[config.mk]
export PLATFORM = sky130hd
export DESIGN_NAME = sclk_gen
export DESIGN_NICKNAME = d
export VERILOG_FILES = /design/src/rtl/sclk_gen_pkg.sv /design/src/rtl/sclk_edge_det.sv /design/src/rtl/sclk_src_mux.sv /design/src/rtl/sclk_master_div.sv /design/src/rtl/sclk_gen.sv
export SDC_FILE = /design/constraint.sdc
export NUM_CORES = 1
export LEC_CHECK = 0
export ABC_AREA = 1
export BUFFER_PORTS_ARGS = -buffer_cell sky130_fd_sc_hd__buf_2
export CORE_AREA = 5 5 42 44
export DETAILED_ROUTE_END_ITERATION = 6
export DIE_AREA = 0 0 47 49
export PLACE_DENSITY = 0.53
export SLEW_MARGIN = 30
export SYNTH_ARGS = -nofsm -noshare
export SYNTH_HDL_FRONTEND = slang
export SYNTH_SLANG_ARGS = --single-unit
[constraint.sdc]
create_clock -name clk_i -period 1.1 [get_ports clk_i]
set_clock_uncertainty 0.15 [all_clocks]
set_input_delay 0.22 -clock clk_i [delete_from_list [all_inputs] [get_ports clk_i]]
set_output_delay 0.22 -clock clk_i [all_outputs]
set_load 0.05 [all_outputs]
[src/rtl/sclk_gen_pkg.sv]
package sclk_gen_pkg;
  typedef enum logic [1:0] {
    SRC_BAUD  = 2'd0,
    SRC_SYS   = 2'd1,
    SRC_TIMER = 2'd2,
    SRC_EXT   = 2'd3
  } src_sel_e;

  typedef enum logic [1:0] {
    MODE_ASYNC  = 2'd0,
    MODE_MASTER = 2'd1,
    MODE_SLAVE  = 2'd2
  } op_mode_e;

  localparam int unsigned NUM_SRC = 4;
endpackage

[src/rtl/sclk_edge_det.sv]
module sclk_edge_det #(
  parameter int unsigned STAGES    = 2,
  parameter logic        RESET_VAL = 1'b1
) (
  input  logic clk_i,
  input  logic rst_ni,
  input  logic pin_i,
  output logic rise_o,
  output logic fall_o
);
  localparam int unsigned LAST = STAGES - 1;

  logic [STAGES-1:0] sync_q;
  logic              prev_q;

  generate
    for (genvar i = 0; i < STAGES; i++) begin : g_stage
      if (i == 0) begin : g_first
        always_ff @(posedge clk_i or negedge rst_ni) begin
          if (!rst_ni) sync_q[i] <= RESET_VAL;
          else         sync_q[i] <= pin_i;
        end
      end else begin : g_next
        always_ff @(posedge clk_i or negedge rst_ni) begin
          if (!rst_ni) sync_q[i] <= RESET_VAL;
          else         sync_q[i] <= sync_q[i-1];
        end
      end
    end
  endgenerate

  always_ff @(posedge clk_i or negedge rst_ni) begin
    if (!rst_ni) prev_q <= RESET_VAL;
    else         prev_q <= sync_q[LAST];
  end

  assign rise_o = sync_q[LAST] & ~prev_q;
  assign fall_o = ~sync_q[LAST] & prev_q;
endmodule

[src/rtl/sclk_src_mux.sv]
module sclk_src_mux
  import sclk_gen_pkg::*;
(
  input  src_sel_e           sel_i,
  input  logic [NUM_SRC-1:0] tick_i,
  output logic               tick_o
);
  logic [NUM_SRC-1:0] hit;

  generate
    for (genvar i = 0; i < NUM_SRC; i++) begin : g_src
      assign hit[i] = tick_i[i] & (sel_i == src_sel_e'(i));
    end
  endgenerate

  assign tick_o = |hit;
endmodule

[src/rtl/sclk_master_div.sv]
module sclk_master_div (
  input  logic clk_i,
  input  logic rst_ni,
  input  logic run_i,
  input  logic active_i,
  input  logic tick_i,
  output logic sclk_o,
  output logic rise_nx_o,
  output logic fall_nx_o
);
  logic sclk_q;
  logic toggle;

  assign toggle = run_i & active_i & tick_i;

  always_ff @(posedge clk_i or negedge rst_ni) begin
    if (!rst_ni)                 sclk_q <= 1'b1;
    else if (!(run_i & active_i)) sclk_q <= 1'b1;  // idle high
    else if (tick_i)             sclk_q <= ~sclk_q;
  end

  assign rise_nx_o = toggle & ~sclk_q;
  assign fall_nx_o = toggle & sclk_q;
  assign sclk_o    = sclk_q;
endmodule

[src/rtl/sclk_gen.sv]
module sclk_gen
  import sclk_gen_pkg::*;
#(
  parameter int unsigned SYNC_STAGES = 2
) (
  input  logic       clk_i,
  input  logic       rst_ni,
  input  logic       sync_mode_i,
  input  logic       clk_dir_i,
  input  logic       edge_sel_i,
  input  logic [1:0] src_sel_i,
  input  logic       xfer_active_i,
  input  logic       baud_tick_i,
  input  logic       timer_tick_i,
  input  logic       sclk_i,
  output logic       base_en_o,
  output logic       sclk_o,
  output logic       sample_en_o
);
  op_mode_e           mode;
  logic               ext_rise, ext_fall;
  logic [NUM_SRC-1:0] ticks;
  logic               async_tick;
  logic               m_rise_nx, m_fall_nx;
  logic               base_d, samp_d;
  logic               base_q, samp_q;
  logic               slave_edge;

  always_comb begin
    if (!sync_mode_i)    mode = MODE_ASYNC;
    else if (!clk_dir_i) mode = MODE_MASTER;
    else                 mode = MODE_SLAVE;
  end

  sclk_edge_det #(
    .STAGES   (SYNC_STAGES),
    .RESET_VAL(1'b1)
  ) u_edge (
    .clk_i (clk_i),
    .rst_ni(rst_ni),
    .pin_i (sclk_i),
    .rise_o(ext_rise),
    .fall_o(ext_fall)
  );

  assign ticks[SRC_BAUD]  = baud_tick_i;
  assign ticks[SRC_SYS]   = 1'b1;
  assign ticks[SRC_TIMER] = timer_tick_i;
  assign ticks[SRC_EXT]   = ext_rise;

  sclk_src_mux u_mux (
    .sel_i (src_sel_e'(src_sel_i)),
    .tick_i(ticks),
    .tick_o(async_tick)
  );

  sclk_master_div u_div (
    .clk_i    (clk_i),
    .rst_ni   (rst_ni),
    .run_i    (mode == MODE_MASTER),
    .active_i (xfer_active_i),
    .tick_i   (baud_tick_i),
    .sclk_o   (sclk_o),
    .rise_nx_o(m_rise_nx),
    .fall_nx_o(m_fall_nx)
  );

  assign slave_edge = edge_sel_i ? ext_fall : ext_rise;

  always_comb begin
    base_d = 1'b0;
    samp_d = 1'b0;
    unique case (mode)
      MODE_ASYNC:  base_d = async_tick;
      MODE_MASTER: begin
        base_d = m_rise_nx;
        samp_d = m_fall_nx;   // data sampled as the driven clock falls
      end
      MODE_SLAVE: begin
        base_d = slave_edge;
        samp_d = slave_edge;
      end
      default: ;
    endcase
  end

  always_ff @(posedge clk_i or negedge rst_ni) begin
    if (!rst_ni) begin
      base_q <= 1'b0;
      samp_q <= 1'b0;
    end else begin
      base_q <= base_d;
      samp_q <= samp_d;
    end
  end

  assign base_en_o   = base_q;
  assign sample_en_o = samp_q;
endmodule

Word level (Yosys, flattened, before mapping) --
Index checks and enable logic that the tools add are counted.
Word-level totals: register bits after elaboration 6, logic and storage cells 34, output and inout bits 3
Operators by class: muxes and demuxes 7, bitwise operators 12, reductions and logical operators 3, equal/unequal tests 6
Operators with widths (count):
- AND 1 bit | 9
- equality test 2 bit, second input constant | 3
- equality test 2 x 1 -> 1 bit, second input constant | 2
- logical NOT 2 bit | 2
- two-way mux 2 bit | 2
- OR reduction 4 bit | 1
- two-way mux 1 bit | 3
- NOT 1 bit | 3
- one-hot mux 1 bit (3 select lines) | 1
- != test 2 bit, second input constant | 1
- one-hot mux 1 bit (2 select lines) | 1

Depth between registers and ports, before layout --
Gate-level depths: netlist of run 1.
depth after elaboration 7, mapped depth 7, depth with buffers taken out 7

Hierarchy --
From an unflattened synthesis of run 1, not the netlist that was laid out.
Unflattened totals: cells, all modules 51, area, all modules 341.6 um^2
By module, submodules not included:
- sclk_gen | area an instance 126.4 um^2, times used 1, cells each 21
- sclk_edge_det | area an instance 93.8 um^2, times used 1, cells each 7
- sclk_master_div | area an instance 70.1 um^2, times used 1, cells each 10
- sclk_src_mux | area an instance 51.3 um^2, times used 1, cells each 13

Worst setup path before layout of run 1 --
Ideal clock, no wire load.
path kind register to register, start reg u_div.sclk_q (netlist: u_div.sclk_o), end reg base_q (netlist: base_en_o), required time 0.834 ns, path buffers 0, slack -0.124 ns, data arrival time 0.958 ns, library setup time 0.116 ns, cell stages (with the launch flop) 5, path through dfstp_2 nand3b_1 nand2_1 inv_1 nand2_1
On the way: cells in the longest elaborated chain, start to end 3
RTL lines:
- from (decl) | line sclk_master_div.sv:11 | logic sclk_q;
- from (signal assigned) | line sclk_master_div.sv:19 | else if (tick_i) sclk_q <= ~sclk_q;
- NOT 1 bit | line sclk_master_div.sv:22 | assign rise_nx_o = toggle & ~sclk_q;
- AND 1 bit | line sclk_master_div.sv:22
- one-hot mux 1 bit (3 select lines) | line sclk_gen.sv:73 | unique case (mode)
- via base_d | line sclk_gen.sv:25 | logic base_d, samp_d;
- to (signal assigned) | line sclk_gen.sv:92 | base_q <= base_d;
- to (decl) | line sclk_gen.sv:26 | logic base_q, samp_q;
The timed path passes the listed nets, and every way through them passes these cells. A chain may end at the register's enable or synchronous reset.

Worst setup path in the final report of run 1 --
start reg u_div.sclk_q (netlist: u_div.sclk_o), end out sclk_o
RTL lines:
- to (decl) | line sclk_gen.sv:17 | output logic sclk_o,
No word-level cell between the ends.

==> results.py, run 1 <==
metrics = {
    "status": {
        "status": "finished with violations",
        "violations": "setup timing",
    },
    "synthesis": {
        "synthTopCellsByCount": "nand2_1, inv_1, dfstp_2, nor2_1",
        "async_reset_ff_share_pct": 100.0,
        "ys.flop_type": "dfstp_2",
        "ys_ff_latch": 6,
        "syn_area_sq_um": 287.8,
        "synth_top_area_share_pct": 36.52,
        "syn_area_per_cell_sq_um": 7.994,
        "yosysTopAreaCell": "dfstp_2",
        "synth_edf_count": 0,
        "yosysWarningCount": 0,
        "synthTopCellsByArea": "dfstp_2, dfrtp_1, nand2_1, inv_1, nor2_1",
        "syn_nets": 47,
        "postSynthCellCount": 36,
        "synth-seq-area-share_pct": 53.91,
        "yosysMostFrequentCell": "nand2_1",
        "ys_types": 12,
    },
    "setup_path": {
        "crit_required_ns": 0.73,
        "crit_path_end_kind": "output port",
        "crit_chain": "buf_8",
        "cp_max_fo": 2,
        "worst-setup-path-type": "flip-flop to output port",
        "cp.arrival_ns": 0.92,
        "cp-startpoint": "u_div.sclk_o",
        "path_delay_family": "flip-flops",
        "crit_buf_inv": 1,
        "start_kind": "flip-flop",
        "cp_slowest_stage_delay_ns": 0.54,
        "cpMaxStageDelayCell": "dfstp_2",
        "r2r-start": "u_div.sclk_o",
    },
    "grt": {
        "grt_util_all_layers_pct": 6.161,
        "antenna_found_initial": 0,
        "grtUsageMet2_pct": 7.240,
        "grtUsageMet3_pct": 4.797,
        "first_global_vias": 241,
        "grt_pass1_wl_microns": 986,
        "globalRoute.busiestLayer": "met1",
        "grt_overflow": 0,
        "grt_util_met1_pct": 8.054,
        "grt_max_degree": 7,
    },
    "worst_hold_path": {
        "hp-start": "sync_mode_i",
        "hold_path.class": "primary input to flip-flop",
    },
    "timing": {
        "final_max_slew_viol_count": 0,
        "period_minus_slack_ns": 1.292,
        "period_share_pct": 117.5,
        "fmax_ghz": 0.7737,
        "tightestPinTransition_ns": 0.1354,
        "rsz0062_at_grt": "yes",
        "fin_ws_ns": -0.1924,
        "setup_viol": 6,
        "maxSlewHeadroom_pct": 90.88,
        "hold_viol": 0,
    },
    "finish": {
        "nets": 70,
        "area_growth_pct": 66.52,
        "drive_gt1_share_pct": 48.28,
        "utilization_pct": 34.20,
        "num_antenna_cells": 0,
        "fillCellCount": 164,
        "stdcell_count": 74,
    },
    "detailed_routing": {
        "drc": 0,
        "drt_iter0_drc": 4,
        "wirelength_microns": 601,
        "antenna_left": 0,
        "vias": 289,
        "wl_per_cell_microns": 8.122,
        "routed_via_density": 3.905,
        "drt_first_pass_iters": 2,
    },
    "cts": {
        "clk_latency_ns": 0.23,
        "clk_pin_slew_worst_paths_ns": 0.05,
        "tritoncts": "yes",
        "cts_buffer_depth": 2,
        "htree_levels": 1,
        "numCtsBuffers": 3,
        "clock_sinks": 6,
        "clock-root-buffer": "clkbuf_4",
    },
    "run": {
        "max_cap_viol_count": 0,
    },
    "placement": {
        "io_buffers": 13,
        "placedCellCount": 66,
        "gp_congestion": 0.6202,
    },
    "floorplanning": {
        "die_area_sq_um": 2303,
        "start_util_pct": 20.54,
        "row_count": 14,
        "die_w_microns": 47,
        "io_pins": 14,
        "die_y_microns": 49,
        "core_area_sq_um": 1401,
    },
    "power": {
        "ir_worst_vdd_v": 0.0007922,
        "p_leak_nw": 0.2546,
        "power_density_nw_per_um2": 1192,
    },
}
-- path summary, 6_finish.rpt --
kind / slack (ns) / cells after the start / to
min reg2reg: 0.20 / 0 / u_edge.sync_q[1]
max: -0.19 / 1 / sclk_o
min: 0.11 / 4 / base_en_o
max in group asynchronous: 0.40 / 2 / u_div.sclk_o
max reg2reg: -0.14 / 6 / u_div.sclk_o
min in group asynchronous: 0.17 / 2 / sample_en_o
-- cells by family (layout without fill, tap and decap cells) --
| logic type | Yosys count | count (layout) | share of synthesized area [%] |
|---|---|---|---|
| AOI/OAI and AO/OA | 2 | 2 | 3.475 |
| and+or+nand+nor | 20 | 20 | 32.18 |
| buffers and inverters | 8 | 30 | 10.44 |
| DFF | 6 | 6 | 53.91 |
-- placed cells by master, fill, tap and decap left out --
cell type and instances:
nand2_2 1, o21ai_0 1, nor2_2 1, buf_6 3, dfrtp_1 2, o21ai_2 1, buf_4 2, nand4_1 1
nand3b_1 1, inv_1 8, nor3_2 1, nand2_1 10, buf_8 1, dlygate4sd3_1 2, dfstp_2 4, clkbuf_4 3
nor2_1 3, buf_2 10, nand3_2 1, nand3_1 1, clkbuf_1 1
-- report_power, final --
part,internal [mW],total (mW),switching (mW),leakage (nW)
sequential,0.239,0.246,0.00677,0.0680
combinational,0.0482,0.110,0.0615,0.172
clock,0.137,0.215,0.0781,0.0150
total,0.425,0.571,0.146,0.255
-- flip-flops by register name (all words and copies together) (netlist names) --
| name | cells |
|---|---|
| sample_en_o | 1 |
| u_edge.sync_q | 2 |
| u_edge.prev_q | 1 |
| base_en_o | 1 |
| u_div.sclk_o | 1 |
-- routing by layer --
metal / vias to the layer above / share of wire, %
met3: 0 / 7.5
li1: 151 / -
met1: 130 / 42
met4: 0 / 0
met5: - / 0
met2: 8 / 50
-- worst reg2reg max path, cell delays in order (launching register included) --
cell	delay, ns
dfstp_2	0.54
buf_4	0.11
buf_6	0.08
buf_4	0.10
nand2_2	0.06
nor2_1	0.09
nor2_1	0.05
-- repair_timing --
action | CTS | global route
gates cloned | 0 | 0
hold buffers | 2 | 0
endpoints found under the hold margin | 7 | 0
gates resized for setup | 8 | 3
buffers inserted | 1 | 1
pin swaps | 1 | 1
endpoints found under the setup margin | 5 | 6
-- final cells by class --
| class | count | area, sq um | area share (%) |
|---|---|---|---|
| timing repair buffer | 18 | 133.9 | 27.94 |
| tap | 16 | 20.02 | 4.178 |
| inverter | 8 | 30.03 | 6.266 |
| sequential | 6 | 155.1 | 32.38 |
| clock buffer | 4 | 26.28 | 5.483 |
| multi-input combinational | 22 | 113.9 | 23.76 |
-- through the flow --
stage	hold slack, ns	instance area, sq um	TNS, ns	power [mW]	worst slack, ns
2_1_floorplan	-0.2256	287.8	-0.2158	0.2963	-0.1181
3_3_place_gp	-0.1050	380.4	-0.1034	0.3342	-0.05796
3_5_place_dp	-0.1055	380.4	-0.1385	0.3357	-0.07564
4_1_cts	0.1078	461.7	-0.4962	0.5775	-0.2074
5_1_grt	0.1135	479.2	-0.9258	0.6262	-0.2337
6_report	0.1106	479.2	-0.6398	0.5710	-0.1924
(Power assumes the default switching activity.)
==> run 2, diff against run 1 <==
PLACE_DENSITY = 0.52   (was 0.53)
RECOVER_POWER = 100   (was default)
clock period = 1.2 ns   (was 1.1 ns; I/O delays follow)
==> results.py, run 2 (synthesis results as in run 1) <==
metrics = {
    "status": {
        "status": "finished with violations",
        "violations": "setup timing",
    },
    "placement": {
        "dpl_cell_area_sq_um": 380.4,
        "gp_congestion": 0.6247,
        "placedCellCount": 66,
        "dp_hpwl_microns": 476.5,
        "io_buffers": 13,
    },
    "setup_path": {
        "crit_path_end_kind": "output port",
        "crit_cells": 1,
        "start_kind": "flip-flop",
        "cp_max_fo": 2,
        "cp.arrival_ns": 0.92,
        "path_delay_family": "flip-flops",
        "crit_required_ns": 0.81,
        "crit_buf_inv": 1,
        "cp-startpoint": "u_div.sclk_o",
        "worst-setup-path-type": "flip-flop to output port",
        "reg2reg_setup_slack_ns": 0.03,
        "crit_chain": "buf_8",
        "endpoint": "sclk_o",
        "r2r_end": "base_en_o",
        "cp_slowest_stage_delay_ns": 0.54,
        "r2r-start": "u_edge.sync_q[1]",
        "reg2reg_depth": 7,
        "cpMaxStageDelayCell": "dfstp_2",
    },
    "finish": {
        "layout_commonest_cell": "nand2_1",
        "most-common-layout-cells": "nand2_1, buf_2, inv_1",
        "num_antenna_cells": 0,
        "top_register": "u_edge.sync_q",
        "largest_register_ffs": 2,
        "area_growth_pct": 53.48,
        "drive_gt1_share_pct": 41.82,
        "stdcell_count": 71,
        "final_cell_area_sq_um": 441.7,
        "nets": 68,
    },
    "floorplanning": {
        "io_pins": 14,
        "row_count": 14,
        "die_y_microns": 49,
        "die_area_sq_um": 2303,
        "core_area_sq_um": 1401,
        "die_w_microns": 47,
        "start_util_pct": 20.54,
    },
    "timing": {
        "fmax_ghz": 0.7627,
        "final.setup.tns_ns": -0.1111,
        "tightestPinTransition_ns": 0.2903,
        "final_max_slew_viol_count": 0,
        "maxSlewHeadroom_pct": 80.65,
        "hold_slack_ns": 0.1242,
        "fin_ws_ns": -0.1111,
        "setup_viol": 1,
        "hold_viol": 0,
        "period_share_pct": 109.3,
        "period_minus_slack_ns": 1.311,
        "rsz0062_at_grt": "yes",
    },
    "grt": {
        "grt_max_degree": 7,
        "grt_util_all_layers_pct": 5.957,
        "grt_pass1_wl_microns": 903,
        "antenna_found_initial": 0,
        "first_global_vias": 252,
        "grt_overflow": 0,
    },
    "cts": {
        "tritoncts": "yes",
        "clock-root-buffer": "clkbuf_4",
        "cts_buffer_depth": 2,
        "htree_levels": 1,
        "numCtsBuffers": 3,
        "clk_latency_ns": 0.24,
        "clk_pin_slew_worst_paths_ns": 0.04,
        "clock_sinks": 6,
    },
    "detailed_routing": {
        "wirelength_microns": 572,
        "antenna_left": 0,
        "drt_first_pass_iters": 3,
        "routed_via_density": 3.972,
        "drc": 0,
        "vias": 282,
        "drt_iter0_drc": 1,
        "wl_per_cell_microns": 8.056,
    },
    "power": {
        "power_density_nw_per_um2": 1111,
        "p_leak_nw": 0.2357,
        "ir_worst_vdd_v": 0.0006628,
    },
    "worst_hold_path": {
        "hold_path.class": "primary input to flip-flop",
    },
    "run": {
        "max_cap_viol_count": 0,
    },
}
[run 2: what timing repair did]
action,4_1_cts,5_1_grt
endpoints found under the hold margin,7,0
hold buffers,2,0
pin swaps,0,2
buffers inserted,0,0
resized for setup,5,2
endpoints found under the setup margin,3,2
gates cloned,0,0
[run 2: metrics by stage]
stage	util (%)	setup WS (ns)	power (mW)
global placement	27.14	0.04574	0.3071
CTS	31.25	-0.1273	0.5062
floorplan	-	-0.01806	0.2716
global route	31.52	-0.1460	0.5298
detailed placement	27.14	0.03391	0.3076
finish	31.52	-0.1111	0.4906
[run 2: where the power goes]
part | switching [mW] | internal, mW | leakage [nW]
Clock | 0.0635 | 0.112 | 0.0138
Combinational | 0.0539 | 0.0367 | 0.155
Sequential | 0.00537 | 0.219 | 0.0674
Total | 0.123 | 0.368 | 0.236
[run 2: worst register-to-register path, delay by kind of cell, from the launching register on]
family	cells	cell delay [ns]
flip-flops	1	0.57
AND/OR/NAND/NOR	5	0.26
buffers and inverters	2	0.08
[run 2: final cells by class]
type	count	area, sq um
tap	16	20.02
sequential	6	155.1
timing repair buffer	16	106.4
multi-input combinational	22	107.6
clock buffer	3	22.52
fill	169	959.7
inverter	8	30.03
[run 2: worst min-delay path by stage]
stage / from / to / slack, ns / cells after the start
4_1_cts: sync_mode_i / base_en_o / 0.12 / 4
3_3_place_gp: rst_ni / sample_en_o / -0.08 / 1
5_1_grt: baud_tick_i / u_div.sclk_o / 0.14 / 3
3_5_place_dp: rst_ni / sample_en_o / -0.09 / 1
2_1_floorplan: rst_ni / base_en_o / -0.21 / 0
6_report: sync_mode_i / base_en_o / 0.12 / 4
[run 2: routing by layer]
layer  share of wire [%]  global-route usage [%]  vias up
met2                  47                   7.240        9
met5                   0                       0        -
met1                  40                   6.067      122
met4                 3.3                   5.530        0
li1                    -                       -      149
met3                 9.4                   4.797        2
